## src/rtl/dither_pkg.sv

```systemverilog
package dither_pkg;
  typedef enum logic {
    SWEEP_DOWN = 1'b0,
    SWEEP_UP   = 1'b1
  } sweep_dir_e;

  typedef enum logic {
    DEPTH_WIDE   = 1'b0,
    DEPTH_NARROW = 1'b1
  } depth_e;
endpackage

```

## src/rtl/dither_sweep.sv

```systemverilog
module dither_sweep
  import dither_pkg::*;
#(
  parameter int unsigned TRI_W = 4,
  parameter int unsigned HOLD  = 8
) (
  input  logic           clk_i,
  input  logic           rst_ni,
  input  logic           spread_i,
  input  logic           depth_i,
  output logic [TRI_W:0] tri_o,
  output depth_e         depth_o
);
  localparam int unsigned TRI_MAX = 1 << TRI_W;
  localparam int unsigned HC_W    = (HOLD > 1) ? $clog2(HOLD) : 1;
  localparam logic [TRI_W:0] TRI_TOP   = (TRI_W+1)'(TRI_MAX);
  localparam logic [TRI_W:0] TRI_TOPM1 = (TRI_W+1)'(TRI_MAX - 1);

  logic           step;
  logic [TRI_W:0] tri_q;
  sweep_dir_e     dir_q;
  depth_e         depth_q;

  // prescaler: one triangle step per HOLD master cycles
  generate
    if (HOLD == 1) begin : g_no_pre
      assign step = 1'b1;
    end else begin : g_pre
      logic [HC_W-1:0] hc_q;
      always_ff @(posedge clk_i or negedge rst_ni) begin
        if (!rst_ni) hc_q <= '0;
        else if (hc_q == HC_W'(HOLD - 1)) hc_q <= '0;
        else hc_q <= hc_q + 1'b1;
      end
      assign step = (hc_q == HC_W'(HOLD - 1));
    end
  endgenerate

  always_ff @(posedge clk_i or negedge rst_ni) begin
    if (!rst_ni) begin
      tri_q   <= '0;
      dir_q   <= SWEEP_DOWN;
      depth_q <= DEPTH_WIDE;
    end else if (step) begin
      if (tri_q == '0) begin
        // bottom: start a sweep only when enabled, depth captured here
        if (spread_i) begin
          tri_q   <= (TRI_W+1)'(1);
          dir_q   <= SWEEP_UP;
          depth_q <= depth_e'(depth_i);
        end else begin
          dir_q   <= SWEEP_DOWN;
        end
      end else if (dir_q == SWEEP_UP) begin
        if (tri_q == TRI_TOPM1) begin
          tri_q <= TRI_TOP;
          dir_q <= SWEEP_DOWN;
        end else begin
          tri_q <= tri_q + 1'b1;
        end
      end else begin
        tri_q <= tri_q - 1'b1;
      end
    end
  end

  assign tri_o   = tri_q;
  assign depth_o = depth_q;
endmodule

```

## src/rtl/dither_scale.sv

```systemverilog
module dither_scale
  import dither_pkg::*;
#(
  parameter int unsigned TRI_W       = 4,
  parameter int unsigned OFF_W       = 7,
  parameter int unsigned PEAK_NARROW = 40,
  parameter int unsigned PEAK_WIDE   = 81
) (
  input  logic             clk_i,
  input  logic             rst_ni,
  input  logic [TRI_W:0]   tri_i,
  input  depth_e           depth_i,
  output logic [OFF_W-1:0] off_o
);
  localparam int unsigned PROD_W = TRI_W + 1 + OFF_W;

  logic [OFF_W-1:0]  peak_sel;
  logic [PROD_W-1:0] prod;
  logic [OFF_W-1:0]  off_q;

  assign peak_sel = (depth_i == DEPTH_NARROW) ? OFF_W'(PEAK_NARROW) : OFF_W'(PEAK_WIDE);
  assign prod     = PROD_W'(tri_i) * PROD_W'(peak_sel);

  always_ff @(posedge clk_i or negedge rst_ni) begin
    if (!rst_ni) off_q <= '0;
    else         off_q <= OFF_W'(prod >> TRI_W);
  end

  assign off_o = off_q;
endmodule

```

## src/rtl/dither_nco.sv

```systemverilog
module dither_nco #(
  parameter int unsigned ACC_W   = 16,
  parameter int unsigned NOM_INC = 2048,
  parameter int unsigned OFF_W   = 7
) (
  input  logic             clk_i,
  input  logic             rst_ni,
  input  logic [OFF_W-1:0] off_i,
  output logic             clk_o
);
  localparam logic [ACC_W-1:0] NOM_V = ACC_W'(NOM_INC);

  logic [ACC_W-1:0] acc_q;
  logic [ACC_W-1:0] inc;

  // offset only ever subtracts: frequency moves downward
  assign inc = NOM_V - ACC_W'(off_i);

  always_ff @(posedge clk_i or negedge rst_ni) begin
    if (!rst_ni) acc_q <= '0;
    else         acc_q <= acc_q + inc;
  end

  // top bit gives balanced high and low halves
  assign clk_o = acc_q[ACC_W-1];
endmodule

```

## src/rtl/dither_clk_gen.sv

```systemverilog
module dither_clk_gen
  import dither_pkg::*;
#(
  parameter int unsigned ACC_W      = 16,
  parameter int unsigned NOM_INC    = 2048,
  parameter int unsigned TRI_W      = 4,
  parameter int unsigned HOLD       = 8,
  parameter int unsigned PCT_NARROW = 2,
  parameter int unsigned PCT_WIDE   = 4,
  localparam int unsigned PEAK_NARROW = NOM_INC * PCT_NARROW / 100,
  localparam int unsigned PEAK_WIDE   = NOM_INC * PCT_WIDE / 100,
  localparam int unsigned OFF_W       = $clog2(PEAK_WIDE + 1)
) (
  input  logic             clk_i,
  input  logic             rst_ni,
  input  logic             spread_i,
  input  logic             depth_i,
  output logic [OFF_W-1:0] offset_o,
  output logic             clk_o
);
  logic [TRI_W:0]   tri_w;
  depth_e           depth_w;
  logic [OFF_W-1:0] off_w;

  dither_sweep #(.TRI_W(TRI_W), .HOLD(HOLD)) u_sweep (
    .clk_i    (clk_i),
    .rst_ni   (rst_ni),
    .spread_i (spread_i),
    .depth_i  (depth_i),
    .tri_o    (tri_w),
    .depth_o  (depth_w)
  );

  dither_scale #(
    .TRI_W(TRI_W), .OFF_W(OFF_W),
    .PEAK_NARROW(PEAK_NARROW), .PEAK_WIDE(PEAK_WIDE)
  ) u_scale (
    .clk_i   (clk_i),
    .rst_ni  (rst_ni),
    .tri_i   (tri_w),
    .depth_i (depth_w),
    .off_o   (off_w)
  );

  dither_nco #(.ACC_W(ACC_W), .NOM_INC(NOM_INC), .OFF_W(OFF_W)) u_nco (
    .clk_i  (clk_i),
    .rst_ni (rst_ni),
    .off_i  (off_w),
    .clk_o  (clk_o)
  );

  assign offset_o = off_w;
endmodule

```

## config.mk

```make
export PLATFORM = sky130hd
export DESIGN_NAME = dither_clk_gen
export DESIGN_NICKNAME = d
export VERILOG_FILES = /design/src/rtl/dither_pkg.sv /design/src/rtl/dither_sweep.sv /design/src/rtl/dither_scale.sv /design/src/rtl/dither_nco.sv /design/src/rtl/dither_clk_gen.sv
export SDC_FILE = /design/constraint.sdc
export NUM_CORES = 1
export LEC_CHECK = 0
export ABC_AREA = 1
export BUFFER_PORTS_ARGS = -buffer_cell sky130_fd_sc_hd__buf_2
export CAP_MARGIN = 20
export CORE_MARGIN = 1
export CORE_UTILIZATION = 55
export DETAILED_ROUTE_END_ITERATION = 10
export GPL_TIMING_DRIVEN = 0
export PLACE_DENSITY = 0.81
export SLEW_MARGIN = 20
export SYNTH_ARGS = -nofsm -noshare
export SYNTH_HDL_FRONTEND = slang
export SYNTH_SLANG_ARGS = --single-unit
export TNS_END_PERCENT = 20
```

## constraint.sdc

```tcl
create_clock -name clk_i -period 5.35 [get_ports clk_i]
set_input_delay 1.07 -clock clk_i [delete_from_list [all_inputs] [get_ports clk_i]]
set_output_delay 1.07 -clock clk_i [all_outputs]
set_load 0.01 [all_outputs]
```

==> reports/qor.csv, run 1 <==
stage,metric,value,unit
critical_path,worstSetupPathType,register to register,
floorplan,ios,12,
floorplan,core,4750,um^2
grt,grt_use_total,22.3,%
grt,grt_max_degree,34,
floorplan,die-height,72.5,um
synthesis,syn_inst,368,
sta,setup_viol,0,
floorplan,start_util,57.4,%
route,drtPass1Iterations,4,
critical_path,reg2reg_depth,10,
sta,final_hold_viol_count,0,
critical_path,crit_top_cell,ha_1,
pwr,pwr-share-comb,46.0,%
critical_path,crit_chain,clkbuf_1 > o21ai_0 > ha_1 > fa_1 > ha_1 > ha_1 > nand2_1 > or3_1 > nand3_1 > nand2_1,
grt,antenna_found_initial,0,
pwr,sw_frac_of_total,40.5,%
critical_path,arrival,3.27,ns
sta,setup_tns,0,ns
cts,cts_tree,built,
layout,drive_gt1_share,9.02,%
cts,postCtsSetupBuffers,0,
route,first_iter_violations,131,
sta,worst_slack,2.27,ns
pwr,power.share.clock,24.3,%
placed_design,dp_hpwl,3870,um
min_path,hold_path.class,register to register,
min_path,hold_end,u_sweep.g_pre.hc_q[0]$_DFF_PN0_,
critical_path,critPathCaptureType,register,
route,drt-total-wl,4980,um
layout,antennaDiodeCount,0,
placed_design,io_buffers,11,
route,viasPerCell,4.92,
critical_path,worst_r2r_endpoint,u_scale.off_o[6]$_DFF_PN0_,
pwr,p_per_area,400,nW/um^2
critical_path,critPathMaxFanout,10,
cts,cts_resized,0,
cts,cts_root_buf,clkbuf_8,
critical_path,cp.required,5.54,ns
sta,fin_skew,0.00939,ns
pwr,leakage,1.73,nW
layout,final_cell_mix,"nand2_1 (109), inv_1 (67), ha_1 (35)",
sta,post-route-period-util,57.6,%
cts,cts_buffers,5,
sta,tightest_slew,0.738,ns
synthesis,ys_warn_count,0,
layout,area_delta_synth_final,10.3,%
sta,maxSlewHeadroom,50.8,%
synthesis,synthDominantCellAreaShare,30.2,%
floorplan,rows,25,
cts,cts_max_level,2,
status,status,finished clean,
sta,max_freq,325,MHz
min_path,worstHoldStart,u_sweep.g_pre.hc_q[0]$_DFF_PN0_,
placed_design,gp_congestion,0.858,
sta,rsz0062_at_grt,false,
critical_path,r2r_start,u_sweep.depth_o$_DFFE_PN0P_,
grt,grt_pass1_wl,9130,um
pwr,power.net_switching,0.488,mW
critical_path,cpMaxStageDelayCell,fa_1,
pwr,p_int,0.718,mW
min_path,holdPathStages,1,
synthesis,ys_types,33,
cts,clock_path_buffers,2,
run,drv_cap,0,
synthesis,synth.largest_area_cell,dfrtp_1,
cts,cts_sinks,33,
cts,clock_latency,0.30,ns
floorplan,die-area,5250,um^2
synthesis,syn_avg_cell_area,7.42,um^2
layout,fillCellCount,413,
sta,finalMaxSlewViolations,0,
synthesis,synth-seq-cells,33,
pwr,seq_power_share,29.6,%
critical_path,critPathMaxStageDelay,0.48,ns
synthesis,netlist_area,2730,um^2
route,avgRoutedWirePerCell,10.9,um
floorplan,die_x,72.5,um
critical_path,regToRegSetupSlack,2.27,ns
critical_path,startpoint_type,register,
synthesis,synth_area_leaders,"dfrtp_1 (30%), ha_1 (16%), nand2_1 (15%)",
sta,finalCriticalPeriod,3.08,ns
route,drtAntennaViolNets,0,
layout,nNetsFinal,431,
cts,cts_hold_buf,0,
pwr,irDropWorstVdd,0.198,mV
grt,overflow,0,
grt,first_global_vias,2251,
route,vias,2239,
placed_design,post-place-ws,2.26,ns
route,drcViolationCount,0,
critical_path,critPathLaunch,u_sweep.depth_o$_DFFE_PN0P_,
cts,clk_transition_reported_paths,0.08,ns
synthesis,synth-seq-area-share,30.2,%
layout,layout_commonest_cell,nand2_1,
cell type report:
type,instances,area [um^2],share of cell area (%)
buffer,4,22.5,0.748
timing repair buffer,11,55.1,1.83
tap,67,83.8,2.78
multi-input combinational,255,1590,52.9
inverter,77,294,9.76
clock inverter,3,68.8,2.29
sequential,33,826,27.4
clock buffer,5,68.8,2.29
Yosys cell counts:
master and n:
nor3_2 1, o31ai_1 1, ha_1 35, conb_1 2, nor2_1 17, xor2_1 11, clkinv_1 1, nand2_1 109
or2_1 4, xnor2_1 8, nand2_4 2, nand3b_1 1, and2_1 1, inv_1 67, nand4_1 5, o21ai_1 4
nor3b_2 1, nand3_1 21, inv_6 1, o21ai_0 3, fa_1 5, dfrtp_1 33, nor2_4 1, o22ai_1 2
nor3_1 3, buf_6 1, nand3_4 1, clkbuf_1 3, a21oi_1 13, or3_1 1, a31oi_1 1, inv_2 8
o21a_1 1
sequential cells by signal (all words and copies together), names as in the netlist:
register	count
u_nco.acc_q	16
u_scale.off_o	7
u_sweep.tri_o	5
u_sweep.g_pre.hc_q	3
u_sweep.depth_o	1
u_sweep.dir_q	1
power by group through the flow:
stage	clock (mW)	sequential (mW)	combinational, mW
2_1_floorplan	0	0.356	0.437
3_3_place_gp	0	0.361	0.519
3_5_place_dp	0	0.361	0.544
4_1_cts	0.296	0.358	0.553
5_1_grt	0.307	0.365	0.647
6_report	0.293	0.358	0.555
worst max path at each step:
stage,to,cells past startpoint
floorplan,u_scale.off_o[6]$_DFF_PN0_,10
global placement,u_scale.off_o[6]$_DFF_PN0_,10
detailed placement,u_scale.off_o[6]$_DFF_PN0_,10
CTS,u_scale.off_o[6]$_DFF_PN0_,10
global route,u_scale.off_o[6]$_DFF_PN0_,11
finish,u_scale.off_o[6]$_DFF_PN0_,10
cells by family (layout without fill, tap and decap cells):
family,after synthesis,in the layout,share of synthesized area [%]
fa+ha+maj,40,40,19.7
compound gates,25,25,4.90
simple gates,168,168,27.2
other cells,2,3,0.275
flops,33,33,30.2
buf+inv,81,100,11.6
xor+xnor,19,19,6.09
metal layers:
metal	GRT usage, %	vias to the layer above	wire [um]
met3	5.97	7	113
met5	0	-	0
met1	24.7	1035	2270
met2	41.3	23	2520
li1	-	1174	-
met4	7.19	0	72
worst max-delay path, delay by kind of cell (launching register included):
family / cells / cell delay, ns
AO/OA/AOI/OAI: 1 / 0.23
adder cells (fa/ha/maj): 4 / 1.47
buffers and inverters: 1 / 0.31
flip-flops: 1 / 0.35
AND/OR/NAND/NOR: 4 / 0.60
stage by stage:
| stage | hold slack, ns | power (mW) | cell area, um^2 | instances | utilization [%] |
|---|---|---|---|---|---|
| floorplan | 0.403 | 0.793 | 2740 | 369 | - |
| global placement | 0.415 | 0.880 | 2870 | 447 | 60.4 |
| detailed placement | 0.431 | 0.905 | 2870 | 447 | 60.4 |
| CTS | 0.444 | 1.21 | 3010 | 455 | 63.3 |
| global route | 0.472 | 1.32 | 3010 | 455 | 63.3 |
| finish | 0.436 | 1.21 | 3010 | 455 | 63.3 |
Power figures use the tool's default switching activity.
==> run 2, diff against run 1 <==
Clock period 5.35 ns to 3 ns, I/O delays scaled along.
==> run 2 against run 1 <==
Net effect: register-to-register slack worse by 2.1 ns; first-iteration DRC count down 20%; sequential power up 78%; worst hold slack lost 0.074 ns; final cell count fell by 0.22%; sequential cell count did not move; clock power up 77%; setup slack got worse by 2.1 ns; total power increased by 78%; final area about the same; critical path type unchanged; critical endpoint unchanged; highest routed layer unchanged.
==> reports/qor.csv, run 2 (same netlist as run 1, synthesis figures left out) <==
stage,metric,value,unit
status,status,finished clean,
layout,fillCellCount,410,
run,drv_cap,0,
sta,final_hold_viol_count,0,
layout,fin_util,63.4,%
cts,cts_sinks,33,
placed_design,io_buffers,11,
grt,antenna_found_initial,0,
critical_path,critPathMaxStageDelay,0.48,ns
pwr,leakage,1.73,nW
pwr,irDropWorstVdd,0.353,mV
sta,finalMaxSlewViolations,0,
pwr,power.share.clock,24.2,%
sta,maxSlewHeadroom,50.8,%
route,viasPerCell,4.95,
critical_path,worstSetupPathType,register to register,
placed_design,post-place-ws,-0.0884,ns
cts,clock_path_buffers,2,
grt,grt_pass1_wl,9120,um
cts,clock_latency,0.30,ns
cts,clk_transition_reported_paths,0.08,ns
cts,cts_tree,built,
layout,area_delta_synth_final,10.3,%
critical_path,regToRegSetupSlack,0.19,ns
layout,layout_commonest_cell,nand2_1,
placed_design,dp_hpwl,3870,um
floorplan,start_util,57.4,%
placed_design,dpl_cell_area,2870,um^2
critical_path,crit_top_cell,ha_1,
grt,grt_use_total,22.3,%
layout,largest-register,u_nco.acc_q,
layout,design_area,3010,um^2
pwr,seq_power_share,29.7,%
critical_path,cpMaxStageDelayCell,fa_1,
route,drtPass1Iterations,4,
cts,cts_root_buf,clkbuf_8,
grt,overflow,0,
cts,cts_max_level,2,
sta,worst_slack,0.187,ns
floorplan,die-area,5250,um^2
critical_path,cp.required,3.18,ns
sta,finalCriticalPeriod,2.81,ns
sta,setup_viol,0,
critical_path,r2r_start,u_sweep.tri_o[3]$_DFFE_PN0P_,
sta,max_freq,355,MHz
placed_design,gp_congestion,0.858,
route,drt-total-wl,4960,um
critical_path,reg2reg_depth,10,
layout,final_cell_mix,"nand2_1 (109), inv_1 (67), ha_1 (35)",
pwr,p_per_area,713,nW/um^2
sta,hold_ws,0.362,ns
pwr,power.net_switching,0.868,mW
critical_path,worst_r2r_endpoint,u_scale.off_o[6]$_DFF_PN0_,
layout,drive_gt1_share,9.56,%
floorplan,core,4750,um^2
critical_path,crit_chain,inv_2 > o21ai_2 > ha_1 > fa_1 > ha_1 > ha_1 > nand2_1 > or3_1 > nand3_1 > nand2_1,
critical_path,endpoint,u_scale.off_o[6]$_DFF_PN0_,
floorplan,ios,12,
pwr,sw_frac_of_total,40.4,%
pwr,p_int,1.28,mW
floorplan,die_x,72.5,um
layout,antennaDiodeCount,0,
sta,rsz0062_at_grt,false,
sta,tightest_slew,0.738,ns
grt,first_global_vias,2250,
grt,grt_max_degree,34,
critical_path,startpoint_type,register,
layout,largest_reg_flops,16,
critical_path,critPathMaxFanout,6,
route,vias,2249,
critical_path,critPathCaptureType,register,
cts,cts_buffers,5,
min_path,hold_path.class,input port to async pin,
sta,post-route-period-util,93.8,%
route,first_iter_violations,105,
critical_path,arrival,3.00,ns
route,avgRoutedWirePerCell,10.9,um
critical_path,critPathLaunch,u_sweep.tri_o[3]$_DFFE_PN0P_,
route,drtAntennaViolNets,0,
pwr,pwr-share-comb,46.1,%
floorplan,die-height,72.5,um
route,drcViolationCount,0,
floorplan,rows,25,
sta,fin_skew,0.00899,ns
layout,nNetsFinal,430,
-- run 2: cell count changes in the layout (fill, tap and decap cells not counted), sizes merged --
cell    previous run  this run
clkbuf             8         7
-- run 2: stage by stage --
step	TNS (ns)	total power [mW]	std cells
final	0	2.15	454
after global routing	0	2.35	454
after CTS	0	2.15	454
after detailed placement	-0.0884	1.61	447
after global placement	-0.00861	1.57	447
after floorplan	0	1.41	369
-- run 2: layer usage --
layer	GRT usage (%)	vias to the layer above	routed length, um
met1	24.8	1037	2230
met3	5.97	9	157
li1	-	1173	-
met2	41.2	30	2500
met4	7.19	0	65
met5	0	-	0
-- run 2: worst min-delay path by stage --
| stage | from | end | slack, ns | depth (start not counted) |
|---|---|---|---|---|
| floorplan | rst_ni | u_nco.acc_q[0]$_DFF_PN0_ | 0.30 | 0 |
| global placement | u_sweep.g_pre.hc_q[0]$_DFF_PN0_ | u_sweep.g_pre.hc_q[0]$_DFF_PN0_ | 0.42 | 1 |
| detailed placement | u_sweep.g_pre.hc_q[0]$_DFF_PN0_ | u_sweep.g_pre.hc_q[0]$_DFF_PN0_ | 0.43 | 1 |
| CTS | rst_ni | u_sweep.tri_o[0]$_DFFE_PN0P_ | 0.39 | 1 |
| global route | rst_ni | u_nco.acc_q[12]$_DFF_PN0_ | 0.43 | 1 |
| finish | rst_ni | u_nco.acc_q[3]$_DFF_PN0_ | 0.36 | 1 |
-- run 2: cell type report --
cell class	count	area [um^2]	share of cell area, %
Buffer	3	18.8	0.623
Clock buffer	5	68.8	2.28
Tap cell	67	83.8	2.78
Clock inverter	3	68.8	2.28
Sequential cell	33	827	27.5
Multi-Input combinational cell	255	1600	53.0
Inverter	77	294	9.76
Timing Repair Buffer	11	55.1	1.83
-- run 2: timing repair --
action                                  CTS  global route
hold buffers                              0             0
resized for setup                         1             2
endpoints found under the setup margin    2             2
buffers inserted                          0             0
-- run 2: critical path, delay by kind of cell (launching register included) --
family,cells,cell delay [ns]
and+or+nand+nor,4,0.60
buffers and inverters,1,0.15
DFF,1,0.42
AOI/OAI and AO/OA,1,0.09
adders and majority gates,4,1.44
-- run 2: power by group through the flow --
stage          Clock, mW  Combinational, mW  Sequential, mW
5_1_grt            0.548               1.15           0.651
2_1_floorplan          0              0.779           0.635
6_report           0.520              0.991           0.637
3_5_place_dp           0              0.970           0.643
4_1_cts            0.527              0.985           0.638
3_3_place_gp           0              0.926           0.643
==> run 3, diff against run 2 <==
Settings changed: CAP_MARGIN 20 to 5, PLACE_DENSITY 0.81 to 0.72, SETUP_SLACK_MARGIN set to 0.2.
==> run 3 against run 2 <==
Net effect: global-route usage down 0.14 points; core utilization up 1.4 points; total power down 4.9%; die area unchanged; via count down 1.2%; final cell count up 0.22%.
==> reports/qor.csv, run 3 (same netlist as run 1, synthesis figures left out) <==
stage,metric,value,unit
grt,antenna_found_initial,0,
sta,tightest_slew,0.744,ns
floorplan,die_x,72.5,um
pwr,p_total,2.04,mW
layout,nNetsFinal,431,
pwr,irDropWorstVdd,0.281,mV
min_path,hold_path.class,input port to async pin,
critical_path,startpoint_type,register,
route,avgRoutedWirePerCell,11.2,um
route,drcViolationCount,0,
critical_path,critPathMaxFanout,10,
grt,grt_pass1_wl,9010,um
critical_path,cp.required,3.18,ns
floorplan,rows,25,
sta,rsz0062_at_grt,false,
floorplan,start_util,57.4,%
layout,drive_gt1_share,11.3,%
layout,layout_commonest_cell,nand2_1,
cts,clock_path_buffers,2,
layout,largest-register,u_nco.acc_q,
layout,area_delta_synth_final,12.8,%
cts,clock_latency,0.29,ns
grt,grt_max_degree,34,
sta,max_freq,367,MHz
floorplan,core,4750,um^2
sta,setup_viol,0,
sta,maxSlewHeadroom,50.4,%
sta,worst_slack,0.276,ns
critical_path,crit_top_cell,nand2_1,
sta,final_hold_viol_count,0,
grt,first_global_vias,2253,
critical_path,critPathCaptureType,register,
sta,finalCriticalPeriod,2.72,ns
sta,fin_skew,0.00372,ns
status,status,finished clean,
placed_design,dp_hpwl,3910,um
critical_path,worstSetupPathType,register to register,
cts,clk_transition_reported_paths,0.07,ns
layout,largest_reg_flops,16,
cts,cts_sinks,33,
grt,overflow,0,
route,drt-total-wl,5110,um
route,first_iter_violations,90,
floorplan,die-area,5250,um^2
cts,cts_buffers,5,
grt,grt_use_total,22.2,%
layout,multi_input_area,1670,um^2
placed_design,post-place-ws,-0.0527,ns
sta,hold_ws,0.372,ns
route,drtPass1Iterations,5,
placed_design,gp_congestion,0.848,
cts,cts_max_level,2,
critical_path,cpMaxStageDelayCell,fa_1,
route,vias,2223,
run,drv_cap,0,
pwr,leakage,1.72,nW
floorplan,die-height,72.5,um
cts,postCtsSetupBuffers,0,
critical_path,cp_top_family,adder cells,
critical_path,cp.buffers_inverters,1,
layout,design_area,3080,um^2
route,viasPerCell,4.89,
layout,antennaDiodeCount,0,
sta,finalMaxSlewViolations,0,
critical_path,crit_chain,clkbuf_8 > nand2_1 > o21ai_4 > ha_4 > fa_1 > ha_1 > ha_4 > nand2_1 > or3_4 > nand3_1 > nand2_1,
route,drtAntennaViolNets,0,
cts,cts_root_buf,clkbuf_8,
layout,fin_util,64.8,%
cts,cts_hold_buf,0,
sta,post-route-period-util,90.8,%
critical_path,arrival,2.91,ns
layout,fillCellCount,433,
pwr,p_per_area,663,nW/um^2
placed_design,dpl_cell_area,2880,um^2
critical_path,critPathMaxStageDelay,0.44,ns
placed_design,io_buffers,11,
layout,final_cell_mix,"nand2_1 (109), inv_1 (67), dfrtp_1 (33)",
cts,cts_tree,built,
layout,layout.area.seq,826,um^2
floorplan,ios,12,
[run 3: cell count changes in the layout (fill, tap and decap cells not counted), sizes merged]
cell | previous run | this run
inv | 77 | 76
clkinvlp | 0 | 1
clkbuf | 7 | 8
bufinv | 2 | 1
clkinv | 1 | 2
[run 3: repair_timing]
action                                 in CTS  in global routing
setup endpoints to repair                   3                  1
resized for setup                           7                  6
pin swaps                                   2                  3
cloned                                      0                  0
endpoints found under the hold margin       0                  0
[run 3: layer usage]
metal / vias up / wire length [um] / share of wire, % / GRT usage [%]
met5: - / 0 / 0 / 0
met4: 0 / 67 / 1.3 / 8.50
met3: 8 / 153 / 3.0 / 5.14
met2: 34 / 2630 / 52 / 40.5
met1: 1005 / 2250 / 44 / 25.0
li1: 1176 / - / - / -
[run 3: final timing paths]
kind | startpoint | end | slack [ns] | depth (start not counted)
hold / removal | rst_ni | u_nco.acc_q[2]$_DFF_PN0_ | 0.37 | 1
min in group clk_i | u_sweep.g_pre.hc_q[0]$_DFF_PN0_ | u_sweep.g_pre.hc_q[0]$_DFF_PN0_ | 0.43 | 1
hold reg to reg | u_sweep.g_pre.hc_q[0]$_DFF_PN0_ | u_sweep.g_pre.hc_q[0]$_DFF_PN0_ | 0.43 | 1
max in group asynchronous | rst_ni | u_nco.acc_q[8]$_DFF_PN0_ | 2.16 | 1
setup / recovery | u_sweep.depth_o$_DFFE_PN0P_ | u_scale.off_o[6]$_DFF_PN0_ | 0.28 | 11
setup reg to reg | u_sweep.depth_o$_DFFE_PN0P_ | u_scale.off_o[6]$_DFF_PN0_ | 0.28 | 11
[run 3: layout make-up]
| class | instances | area share [%] |
|---|---|---|
| plain buffers | 4 | 1.06 |
| clock inverters | 3 | 1.50 |
| well taps | 67 | 2.72 |
| inverters | 77 | 9.55 |
| clock buffers | 5 | 2.23 |
| multi-input cells | 255 | 54.3 |
| repair buffers | 11 | 1.79 |
| flip-flops and latches | 33 | 26.8 |
[run 3: per-stage QoR]
stage,cells,TNS [ns]
finish,455,0
global route,455,0
CTS,455,0
detailed placement,447,-0.0527
global placement,447,0
floorplan,369,0
[run 3: report_power, final]
part | leakage [nW] | switching (mW) | internal [mW] | total [mW]
clock | 0.0543 | 0.179 | 0.249 | 0.428
sequential | 0.394 | 0.0667 | 0.572 | 0.639
combinational | 1.27 | 0.599 | 0.376 | 0.976
total | 1.72 | 0.845 | 1.20 | 2.04
[run 3: worst register-to-register path, delay by kind of cell, from the launching register on]
kind	cells	cell delay (ns)
AND/OR/NAND/NOR	5	0.68
adder cells (fa/ha/maj)	4	1.30
flip-flops	1	0.39
AO/OA/AOI/OAI	1	0.08
buffers and inverters	1	0.17
